## src/rtl/spi_ee_pkg.sv

```systemverilog
`timescale 1ns/1ps
package spi_ee_pkg;
  localparam logic [7:0] OPC_WRSR  = 8'h01;
  localparam logic [7:0] OPC_WRITE = 8'h02;
  localparam logic [7:0] OPC_READ  = 8'h03;
  localparam logic [7:0] OPC_WRDI  = 8'h04;
  localparam logic [7:0] OPC_RDSR  = 8'h05;
  localparam logic [7:0] OPC_WREN  = 8'h06;

  typedef enum logic [3:0] {
    PH_OPC,     // collecting instruction bits
    PH_ADDR,    // collecting the two address bytes
    PH_RDATA,   // streaming array bytes out
    PH_WDATA,   // collecting array write bytes
    PH_STOUT,   // streaming status bytes out
    PH_STIN,    // collecting the status write byte
    PH_STDONE,  // status byte complete, waiting for deselect
    PH_WREN,    // enable instruction complete, waiting for deselect
    PH_IGN      // discarding until deselect
  } phase_e;
endpackage

```

## src/rtl/spi_ee_sync.sv

```systemverilog
`timescale 1ns/1ps
module spi_ee_sync #(
  parameter int STAGES = 2
) (
  input  logic clk,
  input  logic rst_n,
  input  logic cs_n_i,
  input  logic sck_i,
  input  logic sdi_i,
  output logic sel_o,
  output logic sck_rise_o,
  output logic sck_fall_o,
  output logic cs_rise_o,
  output logic cs_fall_o,
  output logic sdi_o
);
  // bit 2 = chip select, bit 1 = serial clock, bit 0 = data
  logic [2:0] stg [STAGES];
  logic [2:0] last;

  for (genvar i = 0; i < STAGES; i++) begin : g_stage
    if (i == 0) begin : g_first
      always_ff @(posedge clk or negedge rst_n)
        if (!rst_n) stg[i] <= 3'b100;
        else        stg[i] <= {cs_n_i, sck_i, sdi_i};
    end else begin : g_next
      always_ff @(posedge clk or negedge rst_n)
        if (!rst_n) stg[i] <= 3'b100;
        else        stg[i] <= stg[i-1];
    end
  end

  always_ff @(posedge clk or negedge rst_n)
    if (!rst_n) last <= 3'b100;
    else        last <= stg[STAGES-1];

  always_comb begin
    sel_o      = ~stg[STAGES-1][2];
    sdi_o      = stg[STAGES-1][0];
    sck_rise_o =  stg[STAGES-1][1] & ~last[1] & sel_o;
    sck_fall_o = ~stg[STAGES-1][1] &  last[1] & sel_o;
    cs_rise_o  =  stg[STAGES-1][2] & ~last[2];
    cs_fall_o  = ~stg[STAGES-1][2] &  last[2];
  end
endmodule

```

## src/rtl/spi_ee_wel.sv

```systemverilog
`timescale 1ns/1ps
module spi_ee_wel (
  input  logic clk,
  input  logic rst_n,
  input  logic set_i,
  input  logic clr_i,
  output logic wel_o
);
  always_ff @(posedge clk or negedge rst_n)
    if (!rst_n)     wel_o <= 1'b0;
    else if (clr_i) wel_o <= 1'b0;
    else if (set_i) wel_o <= 1'b1;
endmodule

```

## src/rtl/spi_ee_rdpath.sv

```systemverilog
`timescale 1ns/1ps
module spi_ee_rdpath #(
  parameter int ADDR_W = 10
) (
  input  logic              clk,
  input  logic              rst_n,
  input  logic              clear_i,
  input  logic              start_i,
  input  logic [ADDR_W-1:0] start_addr_i,
  input  logic              active_i,
  input  logic              stat_mode_i,
  input  logic [7:0]        status_i,
  input  logic              sck_fall_i,
  input  logic              boundary_i,
  output logic              rd_valid_o,
  input  logic              rd_ready_i,
  output logic [ADDR_W-1:0] rd_addr_o,
  input  logic [7:0]        rd_data_i,
  output logic              sdo_o,
  output logic              sdo_oe_o
);
  logic [ADDR_W-1:0] ptr;
  logic              await_q;
  logic [7:0]        pre_byte;
  logic [7:0]        sh_out;
  logic [7:0]        load_byte;

  assign load_byte = stat_mode_i ? status_i : pre_byte;

  always_ff @(posedge clk or negedge rst_n) begin
    if (!rst_n) begin
      ptr <= '0; await_q <= 1'b0; pre_byte <= '0; sh_out <= '0;
      rd_valid_o <= 1'b0; rd_addr_o <= '0; sdo_o <= 1'b0; sdo_oe_o <= 1'b0;
    end else if (clear_i) begin
      rd_valid_o <= 1'b0; await_q <= 1'b0; sdo_oe_o <= 1'b0;
    end else begin
      if (await_q) begin
        pre_byte <= rd_data_i;
        await_q  <= 1'b0;
      end
      if (rd_valid_o && rd_ready_i) begin
        rd_valid_o <= 1'b0;
        await_q    <= 1'b1;
        ptr        <= ptr + 1'b1;   // natural wrap at the top of the array
      end
      if (start_i) begin
        rd_valid_o <= 1'b1;
        rd_addr_o  <= start_addr_i;
        ptr        <= start_addr_i;
      end
      if (sck_fall_i && active_i) begin
        if (boundary_i) begin
          sh_out   <= load_byte;
          sdo_o    <= load_byte[7];
          sdo_oe_o <= 1'b1;
          if (!stat_mode_i) begin
            rd_valid_o <= 1'b1;
            rd_addr_o  <= ptr;
          end
        end else begin
          sh_out <= {sh_out[6:0], 1'b0};
          sdo_o  <= sh_out[6];
        end
      end
    end
  end

  AST_REQ_HOLD: assert property (@(posedge clk) disable iff (!rst_n)
    (rd_valid_o && !rd_ready_i && !clear_i) |=> (rd_valid_o && $stable(rd_addr_o)))
    else $error("read request dropped");
  AST_PREFETCH_READY: assert property (@(posedge clk) disable iff (!rst_n)
    (sck_fall_i && active_i && boundary_i && !stat_mode_i && !clear_i) |-> (!rd_valid_o && !await_q))
    else $error("byte boundary reached before prefetch finished");
endmodule

```

## src/rtl/spi_eeprom_engine.sv

```systemverilog
`timescale 1ns/1ps
module spi_eeprom_engine #(
  parameter int ADDR_W      = 10,
  parameter int PAGE_W      = 4,
  parameter int SYNC_STAGES = 2
) (
  input  logic              clk,
  input  logic              rst_n,
  input  logic              cs_n,
  input  logic              sck,
  input  logic              sdi,
  output logic              sdo,
  output logic              sdo_oe,
  input  logic              busy_i,
  input  logic              wpen_i,
  input  logic [1:0]        bp_i,
  input  logic              wel_clr_i,
  output logic              wel_o,
  output logic              rd_valid,
  input  logic              rd_ready,
  output logic [ADDR_W-1:0] rd_addr,
  input  logic [7:0]        rd_data,
  output logic              wr_valid,
  input  logic              wr_ready,
  output logic [ADDR_W-1:0] wr_addr,
  output logic [7:0]        wr_data,
  output logic              wr_is_status,
  output logic              wr_end,
  output logic              wr_end_ok
);
  import spi_ee_pkg::*;

  localparam int SER_ADDR_W = 16;

  logic sel, sck_rise, sck_fall, cs_rise, cs_fall, sdi_s;
  phase_e phase;
  logic [2:0] bit_idx;
  logic [7:0] sh_in, nxt;
  logic [SER_ADDR_W-1:0] addr_sh;
  logic addr_hi, op_read, wr_open, wdata_seen, rd_start;
  logic [ADDR_W-1:0] wr_ptr;
  logic byte_done, wel_set, wel_drop, end_good;
  logic [7:0] status_byte;

  spi_ee_sync #(.STAGES(SYNC_STAGES)) u_sync (
    .clk(clk), .rst_n(rst_n), .cs_n_i(cs_n), .sck_i(sck), .sdi_i(sdi),
    .sel_o(sel), .sck_rise_o(sck_rise), .sck_fall_o(sck_fall),
    .cs_rise_o(cs_rise), .cs_fall_o(cs_fall), .sdi_o(sdi_s)
  );

  assign nxt       = {sh_in[6:0], sdi_s};
  assign byte_done = sck_rise && (bit_idx == 3'd7);
  assign wel_set   = cs_rise && (phase == PH_WREN);
  assign wel_drop  = byte_done && (phase == PH_OPC) && (nxt == OPC_WRDI);
  assign end_good  = (phase == PH_STDONE) ||
                     ((phase == PH_WDATA) && wdata_seen && (bit_idx == 3'd0));
  assign status_byte = {wpen_i, 3'b000, bp_i, wel_o, busy_i};

  spi_ee_wel u_wel (
    .clk(clk), .rst_n(rst_n), .set_i(wel_set),
    .clr_i(wel_drop | wel_clr_i), .wel_o(wel_o)
  );

  always_ff @(posedge clk or negedge rst_n) begin
    if (!rst_n) begin
      phase <= PH_OPC; bit_idx <= '0; sh_in <= '0; addr_sh <= '0;
      addr_hi <= 1'b0; op_read <= 1'b0; wr_open <= 1'b0; wdata_seen <= 1'b0;
      rd_start <= 1'b0; wr_ptr <= '0; wr_valid <= 1'b0; wr_addr <= '0;
      wr_data <= '0; wr_is_status <= 1'b0; wr_end <= 1'b0; wr_end_ok <= 1'b0;
    end else begin
      rd_start <= 1'b0;
      wr_end   <= 1'b0;
      if (wr_valid && wr_ready) wr_valid <= 1'b0;
      if (cs_rise || cs_fall) begin
        if (cs_rise && wr_open) begin
          wr_end    <= 1'b1;
          wr_end_ok <= end_good;
        end
        phase <= PH_OPC; bit_idx <= '0; addr_hi <= 1'b0;
        wr_open <= 1'b0; wdata_seen <= 1'b0;
      end else if (sck_rise) begin
        sh_in   <= nxt;
        bit_idx <= bit_idx + 1'b1;
        unique case (phase)
          PH_OPC: if (byte_done) begin
            unique case (nxt)
              OPC_READ:  begin phase <= busy_i ? PH_IGN : PH_ADDR; op_read <= 1'b1; end
              OPC_WRITE: begin phase <= PH_ADDR; op_read <= 1'b0; wr_open <= 1'b1; end
              OPC_RDSR:  phase <= PH_STOUT;
              OPC_WRSR:  begin phase <= PH_STIN; wr_open <= 1'b1; end
              OPC_WREN:  phase <= busy_i ? PH_IGN : PH_WREN;
              default:   phase <= PH_IGN;
            endcase
          end
          PH_ADDR: begin
            addr_sh <= {addr_sh[SER_ADDR_W-2:0], sdi_s};
            if (byte_done) begin
              addr_hi <= ~addr_hi;
              if (addr_hi) begin
                if (op_read) begin
                  phase    <= PH_RDATA;
                  rd_start <= 1'b1;
                end else begin
                  phase  <= PH_WDATA;
                  wr_ptr <= {addr_sh[ADDR_W-2:0], sdi_s};
                end
              end
            end
          end
          PH_WDATA: if (byte_done) begin
            wr_valid     <= 1'b1;
            wr_data      <= nxt;
            wr_addr      <= wr_ptr;
            wr_is_status <= 1'b0;
            wdata_seen   <= 1'b1;
            wr_ptr       <= {wr_ptr[ADDR_W-1:PAGE_W], wr_ptr[PAGE_W-1:0] + 1'b1};
          end
          PH_STIN: if (byte_done) begin
            wr_valid     <= 1'b1;
            wr_data      <= nxt;
            wr_addr      <= '0;
            wr_is_status <= 1'b1;
            phase        <= PH_STDONE;
          end
          PH_WREN, PH_STDONE: phase <= PH_IGN;
          default: ;
        endcase
      end
    end
  end

  spi_ee_rdpath #(.ADDR_W(ADDR_W)) u_rd (
    .clk(clk), .rst_n(rst_n), .clear_i(cs_rise | cs_fall),
    .start_i(rd_start), .start_addr_i(addr_sh[ADDR_W-1:0]),
    .active_i((phase == PH_RDATA) || (phase == PH_STOUT)),
    .stat_mode_i(phase == PH_STOUT), .status_i(status_byte),
    .sck_fall_i(sck_fall), .boundary_i(bit_idx == 3'd0),
    .rd_valid_o(rd_valid), .rd_ready_i(rd_ready), .rd_addr_o(rd_addr),
    .rd_data_i(rd_data), .sdo_o(sdo), .sdo_oe_o(sdo_oe)
  );

  AST_OE_IDLE: assert property (@(posedge clk) disable iff (!rst_n)
    (phase == PH_OPC) |-> !sdo_oe)
    else $error("output enabled outside a data phase");
  AST_NO_FETCH_IGNORED: assert property (@(posedge clk) disable iff (!rst_n)
    (phase == PH_IGN) |-> !rd_valid)
    else $error("read request while discarding");
  AST_WEL_ON_DESELECT: assert property (@(posedge clk) disable iff (!rst_n)
    $rose(wel_o) |-> $past(cs_rise))
    else $error("write enable latch set without chip select rising");
  AST_CNT_CLEARED: assert property (@(posedge clk) disable iff (!rst_n)
    cs_rise |=> (bit_idx == 3'd0 && phase == PH_OPC))
    else $error("instruction state not cleared on deselect");
  AST_WR_HOLD: assert property (@(posedge clk) disable iff (!rst_n)
    (wr_valid && !wr_ready) |=> (wr_valid && $stable(wr_data) && $stable(wr_addr)))
    else $error("write byte changed while stalled");
  AST_END_ONE_CYCLE: assert property (@(posedge clk) disable iff (!rst_n)
    wr_end |=> !wr_end)
    else $error("end pulse longer than a cycle");
endmodule

```

## config.mk

```make
export PLATFORM = sky130hd
export DESIGN_NAME = spi_eeprom_engine
export DESIGN_NICKNAME = d
export VERILOG_FILES = /design/src/rtl/spi_ee_pkg.sv /design/src/rtl/spi_ee_sync.sv /design/src/rtl/spi_ee_wel.sv /design/src/rtl/spi_ee_rdpath.sv /design/src/rtl/spi_eeprom_engine.sv
export SDC_FILE = /design/constraint.sdc
export NUM_CORES = 1
export LEC_CHECK = 0
export ABC_AREA = 1
export BUFFER_PORTS_ARGS = -buffer_cell sky130_fd_sc_hd__buf_2
export CORE_MARGIN = 4
export CORE_UTILIZATION = 55
export DETAILED_ROUTE_END_ITERATION = 8
export GPL_TIMING_DRIVEN = 0
export PLACE_DENSITY = 0.75
export SLEW_MARGIN = 10
export SYNTH_ARGS = -nofsm -noshare
export SYNTH_HDL_FRONTEND = slang
export SYNTH_SLANG_ARGS = --single-unit
```

## constraint.sdc

```tcl
create_clock -name clk -period 2.75 [get_ports clk]
set_clock_uncertainty 0.1 [all_clocks]
set_input_delay 0.55 -clock clk [delete_from_list [all_inputs] [get_ports clk]]
set_output_delay 0.55 -clock clk [all_outputs]
set_load 0.005 [all_outputs]
```

==> results of run 1 <==
## cell families (layout without fill, tap and decap cells)
group                    after synthesis  count (layout)  synth area share, %
AO/OA/AOI/OAI                        128             128                 13.4
adder cells (fa/ha/maj)                6               6                 1.46
buffers and inverters                104             177                 8.16
flip-flops                           109             109                 53.0
multiplexers                           6               6                 1.31
AND/OR/NAND/NOR                      259             259                 22.7
## cell usage in the layout, fill, tap and decap left out, types with 2 or more instances in the layout
cell,netlist,layout
clkbuf_1,6,6
o21ai_1,8,8
o21ai_0,74,74
o21a_1,2,2
o22ai_1,2,2
buf_6,1,2
a22oi_1,2,2
dfrtp_1,106,106
ha_1,6,6
nor2_4,6,6
a21oi_1,28,28
o211ai_1,4,4
dfstp_2,3,3
inv_2,2,2
nand3b_1,2,2
mux2_2,6,6
buf_4,3,3
o21ai_2,2,2
inv_1,83,83
clkbuf_8,0,9
nand3_1,38,38
nand3_2,2,2
nor3_1,5,5
inv_8,0,3
nor2_1,43,43
buf_2,7,61
nand2_2,7,7
inv_6,0,2
nand2_1,147,147
nor2_2,3,3
## per-layer routing
| layer | routed length [µm] | part of all wire, % | global-route usage, % | up-vias |
|---|---|---|---|---|
| met3 | 458 | 4.2 | 5.00 | 22 |
| li1 | - | - | - | 2100 |
| met1 | 4740 | 43 | 26.3 | 1987 |
| met2 | 5530 | 50 | 36.5 | 105 |
| met5 | 0 | 0 | 0 | - |
| met4 | 255 | 2.3 | 7.40 | 0 |
## critical path, delay by kind of cell, from the launching register on
family,cells,cell delay [ns]
fa+ha+maj,1,0.38
simple gates,2,0.20
buf+inv,3,0.39
flops,1,0.53
compound gates,3,0.50
## cell type report
| type | count | area, µm² | share of cell area (%) |
|---|---|---|---|
| buffer | 18 | 95.1 | 1.63 |
| clock buffer | 9 | 124 | 2.13 |
| clock inverter | 7 | 88.8 | 1.52 |
| inverter | 86 | 325 | 5.58 |
| multi-input combinational | 399 | 2000 | 34.4 |
| sequential | 109 | 2730 | 46.9 |
| tap | 111 | 139 | 2.38 |
| timing repair buffer | 57 | 319 | 5.48 |
## stage by stage
step	TNS (ns)	total power, W
floorplan	0	0.00270
global placement	-18.37	0.00297
detailed placement	0	0.00302
CTS	0	0.00407
global route	0	0.00430
finish	0	0.00404
## flip-flops by register name (all words and copies together), names as in the netlist, 2 cells and up
| name | flops |
|---|---|
| u_sync.stg | 5 |
| u_rd.pre_byte | 8 |
| phase | 4 |
| wr_data | 8 |
| sh_in | 7 |
| wr_ptr | 10 |
| addr_sh | 10 |
| u_rd.rd_addr_o | 10 |
| u_rd.ptr | 10 |
| u_rd.sh_out | 7 |
| bit_idx | 3 |
| u_sync.last | 2 |
| wr_addr | 10 |
## worst max path at each step
stage / from / endpoint / slack [ns] / depth (start not counted)
final: u_sync.last[2] / u_rd.ptr[6] / 0.58 / 9
after global routing: u_sync.last[2] / u_rd.ptr[2] / 0.43 / 8
after CTS: u_sync.last[2] / wr_ptr[6] / 0.58 / 9
after detailed placement: u_sync.last[2] / u_rd.pre_byte[3] / 0.61 / 7
after global placement: rst_n / u_rd.sh_out[2] / -0.18 / 1
after floorplan: u_sync.last[2] / wr_ptr[6] / 0.91 / 9
## power by group through the flow
stage / sequential, W / clock, W / combinational, W
2_1_floorplan: 0.00204 / 0 / 0.000665
3_3_place_gp: 0.00205 / 0 / 0.000920
3_5_place_dp: 0.00207 / 0 / 0.000957
4_1_cts: 0.00203 / 0.00107 / 0.000969
5_1_grt: 0.00207 / 0.00114 / 0.00110
6_report: 0.00203 / 0.00104 / 0.000965
==> run_results.csv, run 1 <==
group,metric,value,unit
run_status,status,"completed",
sta,rsz0062_at_grt,"no",
clock_network,cts_setup_buffers,0,
clock_network,cts_root_buffer,"clkbuf_8",
routing,vias_per_cell,5.29,
synth,ys_top_cells_by_area,"dfrtp_1, nand2_1, o21ai_0",
sta,hold_viol,0,
floorplanning,dieArea,11000,µm²
power,ir_worst_vdd,0.382,mV
floorplanning,start_util,56.1,%
floorplanning,dieWidth,105,µm
routing,wl_per_cell,13.8,µm
sta,setup_violations,0,
clock_network,ctsLongestPathBuffers,2,
setup_path,crit_path_end_kind,"register",
synth,syn_nets,638,
worst_hold_path,hp-class,"in2reg",
placement,io_buffers,55,
synth,yosysUniqueCellTypes,41,
setup_path,slowest_stage,"dfstp_2",
final_layout,instances_no_fill,796,
worst_hold_path,hold_start,"cs_n",
power,switchingPower,0.00137,W
setup_path,reg2reg_to,"u_rd.ptr[6]",
sta,clock.fmax,460,MHz
placement,dp_hpwl,8100,µm
floorplanning,rows,35,
placement,pre_cts_slack,0.607,ns
global_route,grt-ovfl-total,0,
global_route,track_usage,21.3,%
global_route,antenna_found_initial,0,
worst_hold_path,min_to,"u_sync.stg[5]",
setup_path,cp_max_fo,6,
worst_hold_path,hold_depth,1,
job,max-cap-violations,0,
synth,syn_area_per_cell,8.42,µm²
setup_path,crit_path_frequent_cell,"a21oi_1",
setup_path,crit_required,2.96,ns
placement,dp_cells,779,
power,p_leak,2.97,nW
routing,drtAntennaViolNets,0,
setup_path,crit_chain,"inv_1, ha_1, inv_4, nor2_1, a21oi_1, inv_1, nand2_1, a21oi_1, a21oi_1",
final_layout,post-route-util,63.3,%
placement,dpl_cell_area,5600,µm²
synth,synth-seq-cells,109,
setup_path,worst_r2r_path_depth,9,
synth,synth.largest_area_cell,"dfrtp_1",
floorplanning,die_h,105,µm
synth,synth_top_flop_cell,"dfrtp_1",
clock_network,ctsHoldBuffers,1,
power,powerDensity,693,nW/µm²
power,seqPwrFrac,50.3,%
sta,tightestPinTransition,0.471,ns
synth,yosysMostFrequentCell,"nand2_1",
routing,dr.pass1.iters,5,
floorplanning,ios,56,
sta,period_minus_slack,2.17,ns
setup_path,r2r-start,"u_sync.last[2]",
synth,syn-cell-area,5150,µm²
synth,syn_inst,612,
clock_network,numCtsBuffers,9,
power,internal-power,0.00267,W
power,p_comb_share,23.9,%
final_layout,fill_cells,804,
routing,finalWirelength,11000,µm
final_layout,antenna_cells,0,
placement,gp_congestion,0.909,
final_layout,finalNetCount,706,
global_route,grt_pass1_vias,4192,
setup_path,cpPeakStageDelay,0.53,ns
synth,yosys.area.top_type_share,51.5,%
clock_network,cts_tree,"done",
setup_path,critPathArrivalTime,2.38,ns
routing,vias,4214,
synth,ys_seq_area_share,53.0,%
final_layout,finish.instance_area,5830,µm²
setup_path,critPathKind,"reg2reg",
routing,initialDrtViolationCount,245,
clock_network,worstSkewPairLatency,0.39,ns
synth,synth_common_cells,"nand2_1, dfrtp_1, inv_1",
final_layout,drive_above_1_share,17.7,%
sta,finalCritPeriodShare,79.1,%
sta,drv_slew,0,
synth,async_reset_ff_share,100,%
final_layout,syn_to_final_growth,13.0,%
global_route,grt_max_degree,78,
global_route,grt_first_pass_wirelength,19100,µm
setup_path,worstSetupStartpointType,"register",
setup_path,rrSetupSlack,0.58,ns
floorplanning,coreArea,9200,µm²
sta,slew_headroom,68.6,%
clock_network,htree_levels,3,
sta,hold_ws,0.139,ns
power,clock_power_share,25.8,%
clock_network,post_cts_resized,0,
power,swShare,33.9,%
clock_network,clock_sinks,109,
synth,yosysWarningCount,0,
synth,synth_edf_count,0,
routing,drc,0,
sta,fin_ws,0.576,ns
clock_network,path_clk_slew,0.11,ns
(Power assumes the default switching activity.)
==> inputs of run 2 (changes only) <==
--- a/config.mk
+++ b/config.mk
@@ -8,10 +8,10 @@
 export ABC_AREA = 1
 export BUFFER_PORTS_ARGS = -buffer_cell sky130_fd_sc_hd__buf_2
 export CORE_MARGIN = 4
-export CORE_UTILIZATION = 55
+export CORE_UTILIZATION = 53
 export DETAILED_ROUTE_END_ITERATION = 8
 export GPL_TIMING_DRIVEN = 0
-export PLACE_DENSITY = 0.75
+export PLACE_DENSITY = 0.76
 export SLEW_MARGIN = 10
 export SYNTH_ARGS = -nofsm -noshare
 export SYNTH_HDL_FRONTEND = slang
==> constraint.sdc (replaced) <==
create_clock -name clk -period 1.9 [get_ports clk]
set_clock_uncertainty 0.1 [all_clocks]
set_input_delay 0.38 -clock clk [delete_from_list [all_inputs] [get_ports clk]]
set_output_delay 0.38 -clock clk [all_outputs]
set_load 0.005 [all_outputs]
==> run_results.csv, run 2 (same netlist as run 1, synthesis figures left out) <==
group,metric,value,unit
routing,vias,4268,
final_layout,finish.instance_area,6060,µm²
worst_hold_path,hold_start,"sdi",
routing,wl_per_cell,13.6,µm
floorplanning,ios,56,
clock_network,cts_root_buffer,"clkbuf_8",
final_layout,final_cell_mix,"nand2_1, dfrtp_1, inv_1, o21ai_0, buf_2",
setup_path,cp_max_fo,8,
clock_network,htree_levels,3,
sta,clock.fmax,536,MHz
setup_path,r2r-start,"u_sync.last[2]",
final_layout,final_common_cell,"nand2_1",
sta,tightestPinTransition,0.460,ns
routing,drc,0,
worst_hold_path,hp-class,"in2reg",
global_route,grt_pass1_vias,4201,
setup_path,critPathKind,"reg2reg",
power,internal-power,0.00402,W
routing,finalWirelength,11200,µm
clock_network,path_clk_slew,0.09,ns
setup_path,worst_r2r_path_depth,9,
sta,slew_headroom,69.3,%
sta,rsz0062_at_grt,"yes",
setup_path,critPathArrivalTime,2.06,ns
power,p_leak,3.04,nW
sta,hold_viol,0,
placement,dpl_cell_area,5630,µm²
placement,gp_congestion,0.912,
floorplanning,coreArea,9370,µm²
routing,initialDrtViolationCount,248,
sta,hold_ws,0.0206,ns
routing,vias_per_cell,5.19,
final_layout,drive_above_1_share,20.6,%
power,ir_worst_vdd,0.554,mV
sta,drv_slew,0,
global_route,grt-ovfl-total,0,
placement,io_buffers,55,
setup_path,crit_required,2.09,ns
power,powerDensity,980,nW/µm²
routing,drtAntennaViolNets,0,
sta,finalCritPeriodShare,98.3,%
floorplanning,dieWidth,107,µm
job,max-cap-violations,0,
power,clock_power_share,25.9,%
floorplanning,rows,35,
global_route,grt_first_pass_wirelength,18800,µm
setup_path,crit_path_end_kind,"register",
clock_network,numCtsBuffers,9,
setup_path,worstSetupStartpointType,"register",
final_layout,finalNetCount,715,
clock_network,ctsLongestPathBuffers,2,
sta,period_minus_slack,1.87,ns
setup_path,worstSetupStartpoint,"u_sync.last[2]",
clock_network,clock_sinks,109,
global_route,track_usage,20.3,%
final_layout,antenna_cells,0,
floorplanning,start_util,55.0,%
placement,dp_hpwl,7970,µm
floorplanning,dieArea,11400,µm²
sta,finalSetupTns,0,ns
floorplanning,die_h,107,µm
routing,dr.pass1.iters,5,
run_status,status,"completed",
power,p_comb_share,24.5,%
final_layout,syn_to_final_growth,17.5,%
clock_network,worstSkewPairLatency,0.37,ns
power,seqPwrFrac,49.6,%
worst_hold_path,hold_depth,1,
global_route,grt_max_degree,62,
clock_network,cts_tree,"done",
power,swShare,32.2,%
sta,setup_violations,0,
global_route,antenna_found_initial,0,
power,switchingPower,0.00191,W
==> run 2: final cells by class <==
class | count | area (µm²)
Multi-Input combinational cell | 399 | 2100
Clock buffer | 14 | 153
Timing Repair Buffer | 66 | 403
Sequential cell | 109 | 2730
Buffer | 18 | 118
Inverter | 86 | 335
Clock inverter | 2 | 60.1
Tap cell | 129 | 161
Fill cell | 811 | 3310
==> run 2: metrics by stage <==
| stage | setup WS, ns | cells | util (%) | power (W) |
|---|---|---|---|---|
| final | 0.0331 | 823 | 64.6 | 0.00594 |
| after global routing | -0.0890 | 823 | 64.6 | 0.00632 |
| after CTS | 0.00281 | 820 | 63.6 | 0.00594 |
| after detailed placement | -0.228 | 797 | 60.0 | 0.00437 |
| after global placement | -0.861 | 796 | 59.7 | 0.00430 |
| after floorplan | 0.0566 | 612 | - | 0.00391 |
==> run 2: final timing paths <==
kind | end | slack (ns)
worst max register to register | wr_ptr[3] | 0.03
min in group asynchronous | wr_valid | 0.41
max in group asynchronous | u_sync.stg[2] | 0.59
worst min register to register | u_sync.stg[1] | 0.25
worst max-delay path | wr_ptr[3] | 0.03
worst min-delay path | u_sync.stg[3] | 0.02
==> run 2: worst max-delay path: stages, from the launching register on <==
cell and delay (ns):
dfstp_2 0.53, inv_2 0.04, ha_4 0.30, inv_8 0.06, nor2_8 0.15, buf_12 0.12, nand2_1 0.08, a21oi_4 0.22
nor2_1 0.07, a21oi_1 0.12
==> run 2: metal layers <==
metal  vias to the layer above  track usage [%]  part of all wire, %
met3                        26             3.67                  3.9
li1                       2120                -                    -
met2                        98             35.1                   50
met1                      2024             26.1                   44
met4                         0             6.21                  1.9
met5                         -                0                    0
==> run 2: power by group through the flow <==
stage	Sequential (W)	Clock (W)	Combinational, W
floorplan	0.00295	0	0.000962
global placement	0.00297	0	0.00133
detailed placement	0.00299	0	0.00137
CTS	0.00295	0.00157	0.00142
global route	0.00300	0.00167	0.00164
finish	0.00295	0.00153	0.00145
==> run 2: timing repair <==
| action | in CTS | in global routing |
|---|---|---|
| cloned | 1 | 1 |
| hold buffers | 2 | 0 |
| resized for setup | 16 | 34 |
| endpoints found under the hold margin | 48 | 0 |
| endpoints found under the setup margin | 74 | 53 |
| setup buffers | 4 | 2 |
| pin swaps | 3 | 5 |
==> inputs of run 3 (changes only) <==
==> constraint.sdc (replaced) <==
create_clock -name clk -period 1.65 [get_ports clk]
set_clock_uncertainty 0.1 [all_clocks]
set_input_delay 0.33 -clock clk [delete_from_list [all_inputs] [get_ports clk]]
set_output_delay 0.33 -clock clk [all_outputs]
set_load 0.005 [all_outputs]
==> run_results.csv, run 3 (same netlist as run 1, synthesis figures left out) <==
group,metric,value,unit
sta,tightestPinTransition,0.481,ns
placement,gp_congestion,0.867,
worst_hold_path,min_to,"u_wel.wel_o",
sta,fin_ws,-0.251,ns
power,p_leak,3.35,nW
setup_path,crit_path_end_kind,"register",
final_layout,antenna_cells,0,
routing,drtAntennaViolNets,0,
setup_path,r2r-start,"u_sync.last[2]",
routing,dr.pass1.iters,5,
sta,finalCritPeriodShare,115,%
clock_network,path_clk_slew,0.10,ns
global_route,antenna_found_initial,0,
power,switchingPower,0.00240,W
floorplanning,die_h,107,µm
setup_path,reg2reg_to,"wr_data[3]",
setup_path,critPathArrivalTime,2.10,ns
placement,dp_hpwl,7930,µm
setup_path,rrSetupSlack,-0.25,ns
clock_network,clock_sinks,109,
sta,finalSetupTns,-11.98,ns
clock_network,htree_levels,3,
global_route,grt_max_degree,78,
global_route,track_usage,21.5,%
floorplanning,dieWidth,107,µm
routing,vias_per_cell,5.27,
routing,drc,0,
final_layout,final_cell_mix,"nand2_1, dfrtp_1, inv_1, buf_2, nor2_1",
power,seqPwrFrac,50.3,%
routing,initialDrtViolationCount,222,
run_status,status,"complete, but fails checks",
floorplanning,ios,56,
final_layout,finalNetCount,751,
final_layout,fill_cells,663,
floorplanning,coreArea,9370,µm²
floorplanning,rows,35,
sta,drv_slew,0,
sta,rsz0062_at_grt,"yes",
final_layout,final_common_cell,"nand2_1",
sta,setup_violations,94,
power,clock_power_share,20.7,%
run_status,failed_checks,"negative setup slack",
routing,wl_per_cell,14.6,µm
final_layout,syn_to_final_growth,30.5,%
setup_path,cp_max_fo,4,
final_layout,post-route-util,71.8,%
floorplanning,dieArea,11400,µm²
clock_network,ctsLongestPathBuffers,2,
power,swShare,35.3,%
clock_network,worstSkewPairLatency,0.37,ns
clock_network,cts_root_buffer,"clkbuf_8",
worst_hold_path,hold_start,"wel_clr_i",
sta,period_minus_slack,1.90,ns
worst_hold_path,hp-class,"in2reg",
worst_hold_path,hold_depth,2,
sta,hold_ws,0.0219,ns
global_route,grt-ovfl-total,0,
sta,hold_viol,0,
setup_path,critPathKind,"reg2reg",
setup_path,cpPeakStageDelay,0.54,ns
sta,clock.fmax,526,MHz
power,p_comb_share,29.0,%
global_route,grt_pass1_vias,4221,
setup_path,worstSetupStartpointType,"register",
global_route,grt_first_pass_wirelength,19900,µm
placement,pre_cts_slack,-0.350,ns
setup_path,worst_r2r_path_depth,10,
routing,finalWirelength,12500,µm
floorplanning,start_util,55.0,%
setup_path,slowest_stage,"dfstp_2",
setup_path,crit_required,1.85,ns
routing,vias,4518,
setup_path,crit_chain,"inv_2, ha_4, inv_8, buf_4, buf_6, nor3_4, buf_4, buf_6, nand2_2, o21ai_1",
final_layout,drive_above_1_share,33.8,%
placement,io_buffers,55,
job,max-cap-violations,0,
power,internal-power,0.00442,W
sta,slew_headroom,67.6,%
clock_network,cts_tree,"done",
power,ir_worst_vdd,0.541,mV
clock_network,numCtsBuffers,9,
power,powerDensity,1010,nW/µm²
## run 3: cell types whose count changed in the layout (fill, tap and decap cells not counted), moves of 7 or more
cell and change:
buf_4 +17, nand3_2 +7, o21ai_2 +18, nand2_1 -21, buf_6 +20, o21ai_0 -33
nand2_4 +7, nand3_1 -10, nand2_2 +12, o21ai_1 +15
## run 3: per-layer routing
layer	vias up	part of all wire [%]	global-route usage (%)
li1	2193	-	-
met1	2192	43	30.0
met2	109	51	35.3
met3	24	4.1	3.49
met4	0	1.8	5.48
met5	-	0	0
## run 3: repair_timing
action | in CTS | in global routing
buffers inserted | 19 | 17
pin swaps | 9 | 18
hold buffers | 4 | 0
gates cloned | 5 | 2
resized for setup | 75 | 120
endpoints found under the setup margin | 87 | 96
endpoints found under the hold margin | 35 | 0
## run 3: critical path, delay by kind of cell (launching register included)
| family | cells | cell delay, ns |
|---|---|---|
| AO/OA/AOI/OAI | 1 | 0.07 |
| adder cells (fa/ha/maj) | 1 | 0.30 |
| buffers and inverters | 6 | 0.61 |
| AND/OR/NAND/NOR | 2 | 0.22 |
| flip-flops | 1 | 0.54 |
## run 3: cell type report
cell class | count | area, µm² | share of cell area [%]
sequential | 109 | 2740 | 40.7
multi-input combinational | 399 | 2400 | 35.8
timing repair buffer | 102 | 757 | 11.3
inverter | 86 | 338 | 5.02
buffer | 18 | 174 | 2.59
tap | 129 | 161 | 2.40
clock buffer | 10 | 128 | 1.90
clock inverter | 4 | 26.3 | 0.391
## run 3: worst max-delay path by stage
| stage | startpoint | end | depth (start not counted) |
|---|---|---|---|
| 3_5_place_dp | u_sync.last[2] | wr_ptr[6] | 9 |
| 2_1_floorplan | u_sync.last[2] | wr_ptr[6] | 9 |
| 4_1_cts | u_sync.last[2] | wr_ptr[8] | 9 |
| 6_report | u_sync.last[2] | wr_data[3] | 10 |
| 5_1_grt | phase[1] | wr_ptr[9] | 8 |
| 3_3_place_gp | rst_n | u_rd.pre_byte[0] | 1 |
## run 3: power by group through the flow
stage	Clock [W]	Sequential, W	Combinational, W
after floorplan	0	0.00340	0.00112
after global placement	0	0.00342	0.00154
after detailed placement	0	0.00344	0.00160
after CTS	0.00144	0.00339	0.00172
after global routing	0.00157	0.00348	0.00221
final	0.00141	0.00343	0.00197
## run 3: through the flow
step	total power, W	cell area (µm²)	cells
2_1_floorplan	0.00451	5190	612
3_3_place_gp	0.00496	5630	796
3_5_place_dp	0.00504	5660	797
4_1_cts	0.00656	6250	839
5_1_grt	0.00726	6730	857
6_report	0.00682	6730	857
